===== config.mk =====
export PLATFORM = sky130hd
export DESIGN_NAME = combo_lock
export DESIGN_NICKNAME = d
export VERILOG_FILES = /design/src/rtl/combo_lock_pkg.sv /design/src/rtl/lock_code_sel.sv /design/src/rtl/lock_next_state.sv /design/src/rtl/combo_lock.sv
export SDC_FILE = /design/constraint.sdc
export NUM_CORES = 1
export LEC_CHECK = 0
export CAP_MARGIN = 5
export CORE_AREA = 2 2 39 41
export DETAILED_ROUTE_END_ITERATION = 16
export DIE_AREA = 0 0 41 43
export DONT_BUFFER_PORTS = 1
export RECOVER_POWER = 25
export SLEW_MARGIN = 10
export SYNTH_ARGS = -nofsm -noshare
export SYNTH_HDL_FRONTEND = slang
export SYNTH_SLANG_ARGS = --single-unit
export TNS_END_PERCENT = 50

===== constraint.sdc =====
create_clock -name clk_i -period 1.5 [get_ports clk_i]
set_input_delay 0.075 -clock clk_i [delete_from_list [all_inputs] [get_ports clk_i]]
set_output_delay 0.075 -clock clk_i [all_outputs]
set_load 0.1 [all_outputs]

===== src/rtl/combo_lock_pkg.sv =====
package combo_lock_pkg;
  localparam int unsigned NUM_STAGES = 3;
  localparam int unsigned STATE_W    = NUM_STAGES + 1;

  typedef enum logic [STATE_W-1:0] {
    ST_ERR    = 4'b0000,
    ST_FIRST  = 4'b0001,
    ST_SECOND = 4'b0010,
    ST_THIRD  = 4'b0100,
    ST_OPEN   = 4'b1000
  } lock_state_e;
endpackage


===== src/rtl/lock_code_sel.sv =====
module lock_code_sel #(
  parameter int unsigned VAL_W = 4,
  parameter int unsigned NUM   = 3
) (
  input  logic [NUM-1:0]       sel_i,
  input  logic [NUM*VAL_W-1:0] codes_i,
  input  logic [VAL_W-1:0]     value_i,
  output logic                 match_o
);
  logic [VAL_W-1:0] picked [NUM+1];

  // AND-OR mux over one-hot select
  assign picked[0] = '0;
  for (genvar i = 0; i < NUM; i++) begin : g_mux
    assign picked[i+1] = picked[i] | (codes_i[i*VAL_W +: VAL_W] & {VAL_W{sel_i[i]}});
  end

  assign match_o = (|sel_i) && (value_i == picked[NUM]);
endmodule


===== src/rtl/lock_next_state.sv =====
module lock_next_state
  import combo_lock_pkg::*;
(
  input  logic [STATE_W-1:0] state_i,
  input  logic               new_i,
  input  logic               match_i,
  output logic [STATE_W-1:0] state_o
);
  always_comb begin
    unique case (state_i)
      ST_FIRST:  state_o = !new_i ? ST_FIRST  : (match_i ? ST_SECOND : ST_ERR);
      ST_SECOND: state_o = !new_i ? ST_SECOND : (match_i ? ST_THIRD  : ST_ERR);
      ST_THIRD:  state_o = !new_i ? ST_THIRD  : (match_i ? ST_OPEN   : ST_ERR);
      ST_OPEN:   state_o = ST_OPEN;
      ST_ERR:    state_o = ST_ERR;
      default:   state_o = ST_FIRST; // unused codes recover
    endcase
  end
endmodule


===== src/rtl/combo_lock.sv =====
module combo_lock
  import combo_lock_pkg::*;
#(
  parameter int unsigned VAL_W = 4
) (
  input  logic             clk_i,
  input  logic             rst_ni,
  input  logic             new_i,
  input  logic [VAL_W-1:0] value_i,
  input  logic [VAL_W-1:0] code1_i,
  input  logic [VAL_W-1:0] code2_i,
  input  logic [VAL_W-1:0] code3_i,
  output logic [2:0]       sel_o,
  output logic             open_o
);
  logic [STATE_W-1:0] state_q, state_d;
  logic               match;

  lock_code_sel #(
    .VAL_W(VAL_W),
    .NUM  (NUM_STAGES)
  ) i_code_sel (
    .sel_i  (state_q[NUM_STAGES-1:0]),
    .codes_i({code3_i, code2_i, code1_i}),
    .value_i(value_i),
    .match_o(match)
  );

  lock_next_state i_next_state (
    .state_i(state_q),
    .new_i  (new_i),
    .match_i(match),
    .state_o(state_d)
  );

  always_ff @(posedge clk_i or negedge rst_ni) begin
    if (!rst_ni) state_q <= ST_FIRST;
    else         state_q <= state_d;
  end

  // Encoding makes outputs plain state bits
  assign sel_o  = state_q[NUM_STAGES-1:0];
  assign open_o = state_q[STATE_W-1];
endmodule


Word-level counts from Yosys, hierarchy flattened
Index checks and enable logic that the tools add are counted.
{"block": "totals", "reg_bits": 4, "input_bits": 19, "output_inout_bits": 4, "word_cells": 21}
{"block": "op_classes", "n_eq_ne": 5, "mux": 7, "n_bitwise": 5, "reduce_logical": 3}
{"cell": "one-hot mux 4 bit (5 select lines)", "n": 1}
{"cell": "two-way mux 4 bit", "n": 4}
{"cell": "AND 4 bit", "n": 3}
{"cell": "bitwise OR 4 bit", "n": 2}
{"cell": "== test 4 x 1 -> 1 bit, second input constant", "n": 1}
{"cell": "== test 4 x 2 -> 1 bit, second input constant", "n": 1}
{"cell": "== test 4 x 3 -> 1 bit, second input constant", "n": 1}
{"cell": "== test 4 bit", "n": 1}
{"cell": "== test 4 bit, second input constant", "n": 1}
{"cell": "zero test 4 bit", "n": 1}
{"cell": "two-way mux 3 bit", "n": 1}
{"cell": "OR reduction 3 bit", "n": 1}
{"cell": "two-way mux 2 bit", "n": 1}
{"cell": "logical AND 1 bit", "n": 1}

Longest topological paths before layout
{"block": "depth", "depth_word": 8, "mapped_depth": 5, "depth_no_buf": 4}

Cells and area by module
From an unflattened synthesis, not the netlist that was laid out.
{"block": "hier_totals", "cells_unflattened": 27, "area_unflattened_um2": 304.0}
{"module": "lock_next_state", "n_inst": 1, "cells_each": 13, "area_per_inst_um2": 108.9, "seq_area_each_um2": 0.0}
{"module": "combo_lock", "n_inst": 1, "cells_each": 4, "area_per_inst_um2": 101.3, "seq_area_each_um2": 101.3}
{"module": "lock_code_sel", "n_inst": 1, "cells_each": 10, "area_per_inst_um2": 93.8, "seq_area_each_um2": 0.0}

Least setup slack after synthesis
No wires, ideal clock.
{"block": "synth_timing", "path_type": "flip-flop to flip-flop", "start": "reg state_q[1]", "end": "reg state_q[2]", "setup_ns": 0.082, "arrival_ns": 1.882, "t_required_ns": 1.418, "slack_ns": -0.464, "stages_incl_launch_ff": 6, "path_buffers": 1, "period_less_slack_ns": 1.964, "cell_sequence": "dfrtp_1 > buf_2 > a222oi_1 > mux2i_1 > nand4_1 > o22ai_1"}
{"block": "synth_between", "elab_chain_cells": 8, "elab_cells_between_ends": 14, "classes_between": "eq/ne (5); mux (3); bitwise (3); reduce/logical (3)"}
{"element": "start, declared", "line": "combo_lock.sv:16", "rtl": "logic [STATE_W-1:0] state_q, state_d;"}
{"element": "start signal, assigned", "line": "combo_lock.sv:38", "rtl": "else state_q <= state_d;"}
{"element": "AND 4 bit", "line": "lock_code_sel.sv:15", "rtl": "assign picked[i+1] = picked[i] | (codes_i[i*VAL_W +: VAL_W] & {VAL_W{sel_i[i]}});"}
{"element": "bitwise OR 4 bit (2 in a row)", "line": "lock_code_sel.sv:15"}
{"element": "== test 4 bit", "line": "lock_code_sel.sv:18", "rtl": "assign match_o = (|sel_i) && (value_i == picked[NUM]);"}
{"element": "logical AND 1 bit", "line": "lock_code_sel.sv:18"}
{"element": "two-way mux 3 bit", "line": "lock_next_state.sv:12", "rtl": "ST_SECOND: state_o = !new_i ? ST_SECOND : (match_i ? ST_THIRD : ST_ERR);"}
{"element": "two-way mux 4 bit", "line": "lock_next_state.sv:12"}
{"element": "one-hot mux 4 bit (5 select lines) *", "line": "lock_next_state.sv:10", "rtl": "unique case (state_i)"}
{"element": "named net i_next_state.state_o[2]", "line": "lock_next_state.sv:7", "rtl": "output logic [STATE_W-1:0] state_o"}
The timed path passes the listed nets; every way through them passes the cells marked *.

Worst setup path after layout
{"block": "layout_timing", "start": "reg state_q[0]", "end": "reg state_q[2]"}
The elaborated chain is that of the path after synthesis.

==> summary.md <==
| Metric | Value |
|---|---|
| Status | finished, violations left |
| Violated checks | setup timing |
| Die Y | 43 um |
| H-tree depth | 1 |
| Tcrit/Tclk final | 103.6% |
| Antenna diodes | 0 |
| Max VDD drop | 0.0003691 V |
| WL/cell | ~12 um |
| Flop and latch count out of synthesis | 4 |
| Total CTS buffers | 3 |
| Share of cells above drive strength 1 | approximately two fifths |
| Worst EP required | about 1.6 ns |
| Library cells used by synthesis | 19 |
| Clk slew on worst S/H paths | 0.04 ns |
| CTS sink cnt | 4 |
| Sw power | ~52 uW |
| Post-Syn Area | roughly 280 um^2 |
| Area growth syn-to-layout | 41.07% |
| Crit-path cells | a222oi_1 > mux2i_1 > nand4_1 > o22ai_2 |
| RSZ-0062 raised after global routing | true |
| Vias/cell | just over 5 |
| First-pass DRT Iterations | 4 |
| Synth Warn # | 0 |
| Seq pwr share | 40.5% |
| RePlAce Congestion | 0.7681 |
| Die area | 0.001763 mm^2 |
| Max reg flops | 4 |
| Core Box Area | ~0.0014 mm^2 |
| Hold crit path type | in2async |
| Int Pwr | 216.0 uW |
| # IOs | 23 |
| Endpoint class of the critical path | register |
| Seq/Total Area, Yosys | between 30% and 40% |
| Flop-to-flop setup slack | -0.05 ns |
| Biggest register | state_q |
| Setup CP Type | reg2reg |
| DRC | 0 |
| Nets | 60 |
| Die X-Extent | just over 40 um |
| Initial antenna violation count | 0 |
| Cell Rows | 14 |
| WL final | around 690 um |
| GRT Util Overall | 8.853% |
| Final setup vio count | 3 |
| Cell Pwr Density | around 680 mW/mm^2 |
| Fin. Hold Viols | 0 |
| Combinational Power Share | under 10% |
| Relative slew slack | 77.51% |
| Fin worst setup slack | -0.05375 ns |
| Clock share of power | 54.4% |
| Slew at the pin closest to its max-slew limit | between 0.3 and 0.4 ns |
| Worst-path fanout max | 6 |
| Buffers & Inverters on Critical Path | 0 |
| Clock Tree Root | clkbuf_4 |
| I/O Buffers | 0 |
| Gate Count Post-Synth | 30 |
| Syn Nets | between 40 and 50 |
| Largest regs | state_q (4) |
| # Max-Cap Violations | 0 |
| Total gr overflow | 0 |
| Pins Over Slew Limit | 0 |
| Starting Density | 20.25% |
| Skew-Pair Late Insertion Delay | 0.24 ns |
| Worst path arrival time | between 1.5 and 2 ns |
| P_leak | between 0.1 and 0.15 nW |
| 1st-iter DRT viols | 21 |
| Slowest stage delay, CP | between 0.4 and 0.5 ns |
| CTS tree | built |
| Vias in the first global route | between 200 and 300 |
| Via count | about 280 |
| Crit path time final | between 1.5 and 2 ns |
| Critical path's slowest cell | dfstp_4 |
| First-pass GRT wire length | 1083 um |
| Clock Path Buffers | 2 |
| Max Clk Rate | 643.6 MHz |
| Crit-path leading delay family | compound AO/OA/AOI/OAI gates |
| ANT nets after route | 0 |
| Startpoint types | register |
| Net Sw Frac | between 10% and 20% |
| Final Skew | approximately 0.0063 ns |
| Largest net degree at the start of global routing | 11 |
| TNS Setup | -0.09151 ns |
| Syn_area_per_cell | 9.342 um^2 |
| Pre-CTS WS | -0.01710 ns |
[cell usage after synthesis]
cell type,instances,share of area [%]
mux2i_1,1,3.6
or4b_2,2,7.1
nor2_1,3,4.0
nand3b_1,1,2.7
nand2b_1,1,2.2
nand4_1,1,2.2
xor2_1,3,9.4
a222oi_1,4,14
nand2_1,1,1.3
dfstp_2,1,9.4
buf_2,1,1.8
a21oi_1,1,1.8
inv_1,1,1.3
nand3_1,1,1.8
clkbuf_2,1,1.8
a31oi_1,1,2.2
o22ai_1,2,4.5
dfrtp_1,3,27
o21ai_1,1,1.8
[metal layers]
metal / track usage (%) / wire [um]
met1: 10.36 / 273
met3: 3.141 / 39
met2: 13.75 / 374
met4: 4.000 / 0
met5: 0 / 0
[what timing repair did]
item,CTS,global route
setup buffers,0,1
pin swaps,0,2
hold endpoints to repair,7,0
gates resized for setup,0,1
endpoints found under the setup margin,3,3
hold buffers,2,0
[worst register-to-register path: cells and delay by family (launching register included)]
kind	cells	cell delay [ns]
flops	1	0.48
simple gates	1	0.16
mux	1	0.23
compound gates	2	0.59
[worst paths after layout]
kind / endpoint / startpoint / depth (start not counted)
setup / recovery: state_q[2] / state_q[0] / 4
hold / removal: state_q[3] / rst_ni / 1
setup reg to reg: state_q[2] / state_q[0] / 4
hold reg to reg: state_q[3] / state_q[3] / 2
max in group asynchronous: state_q[0] / rst_ni / 1
min in group clk_i: state_q[3] / value_i[3] / 3
[cells in the final DEF (no fill, tap or decap)]
cell type	count
nand2b_1	1
o21ai_1	1
o22ai_1	1
clkbuf_1	1
dfrtp_4	1
a222oi_1	4
dfstp_4	1
clkbuf_4	3
xor2_1	3
a21oi_1	1
inv_1	1
clkbuf_2	1
nor2_1	3
buf_4	5
nand3_1	1
nand3b_1	1
or4b_2	2
nand2_1	1
dfrtp_2	2
a31oi_1	1
dlygate4sd3_1	2
mux2i_1	1
o22ai_2	1
nand4_1	1
[cell families (layout without fill, tap and decap cells)]
| kind of cell | after synthesis | after routing | synth area share (%) |
|---|---|---|---|
| flops | 4 | 4 | 36.16 |
| compound gates | 9 | 9 | 24.55 |
| buf+inv | 3 | 13 | 4.906 |
| mux | 1 | 1 | 3.572 |
| simple gates | 10 | 10 | 21.43 |
| xor+xnor | 3 | 3 | 9.377 |
[power by group through the flow]
stage | logic (mW) | clock network (mW) | registers (mW)
after floorplan | 0.00576 | 0 | 0.110
after global placement | 0.00655 | 0 | 0.110
after detailed placement | 0.00644 | 0 | 0.110
after CTS | 0.0133 | 0.157 | 0.108
after global routing | 0.0154 | 0.161 | 0.108
final | 0.0137 | 0.146 | 0.108
[area by class of cell]
cell class | count | area (um^2)
Sequential cell | 4 | 111.4
Inverter | 1 | 3.754
Fill cell | 144 | 988.4
Multi-Input combinational cell | 23 | 171.4
Clock buffer | 4 | 26.28
Tap cell | 16 | 20.02
Timing Repair Buffer | 8 | 62.56
[through the flow]
| step | util (%) | cells | instance area (um^2) | hold WS, ns | total power [mW] |
|---|---|---|---|---|---|
| finish | 28.57 | 56 | 395.4 | 0.1087 | 0.2677 |
| global route | 28.57 | 56 | 395.4 | 0.1264 | 0.2846 |
| CTS | 27.76 | 55 | 384.1 | 0.1006 | 0.2781 |
| detailed placement | 24.41 | 49 | 337.8 | -0.2204 | 0.1162 |
| global placement | 24.41 | 49 | 337.8 | -0.2204 | 0.1163 |
| floorplan | - | 30 | 296.5 | -0.2206 | 0.1156 |
No activity file was read; power rests on OpenSTA's default activity.
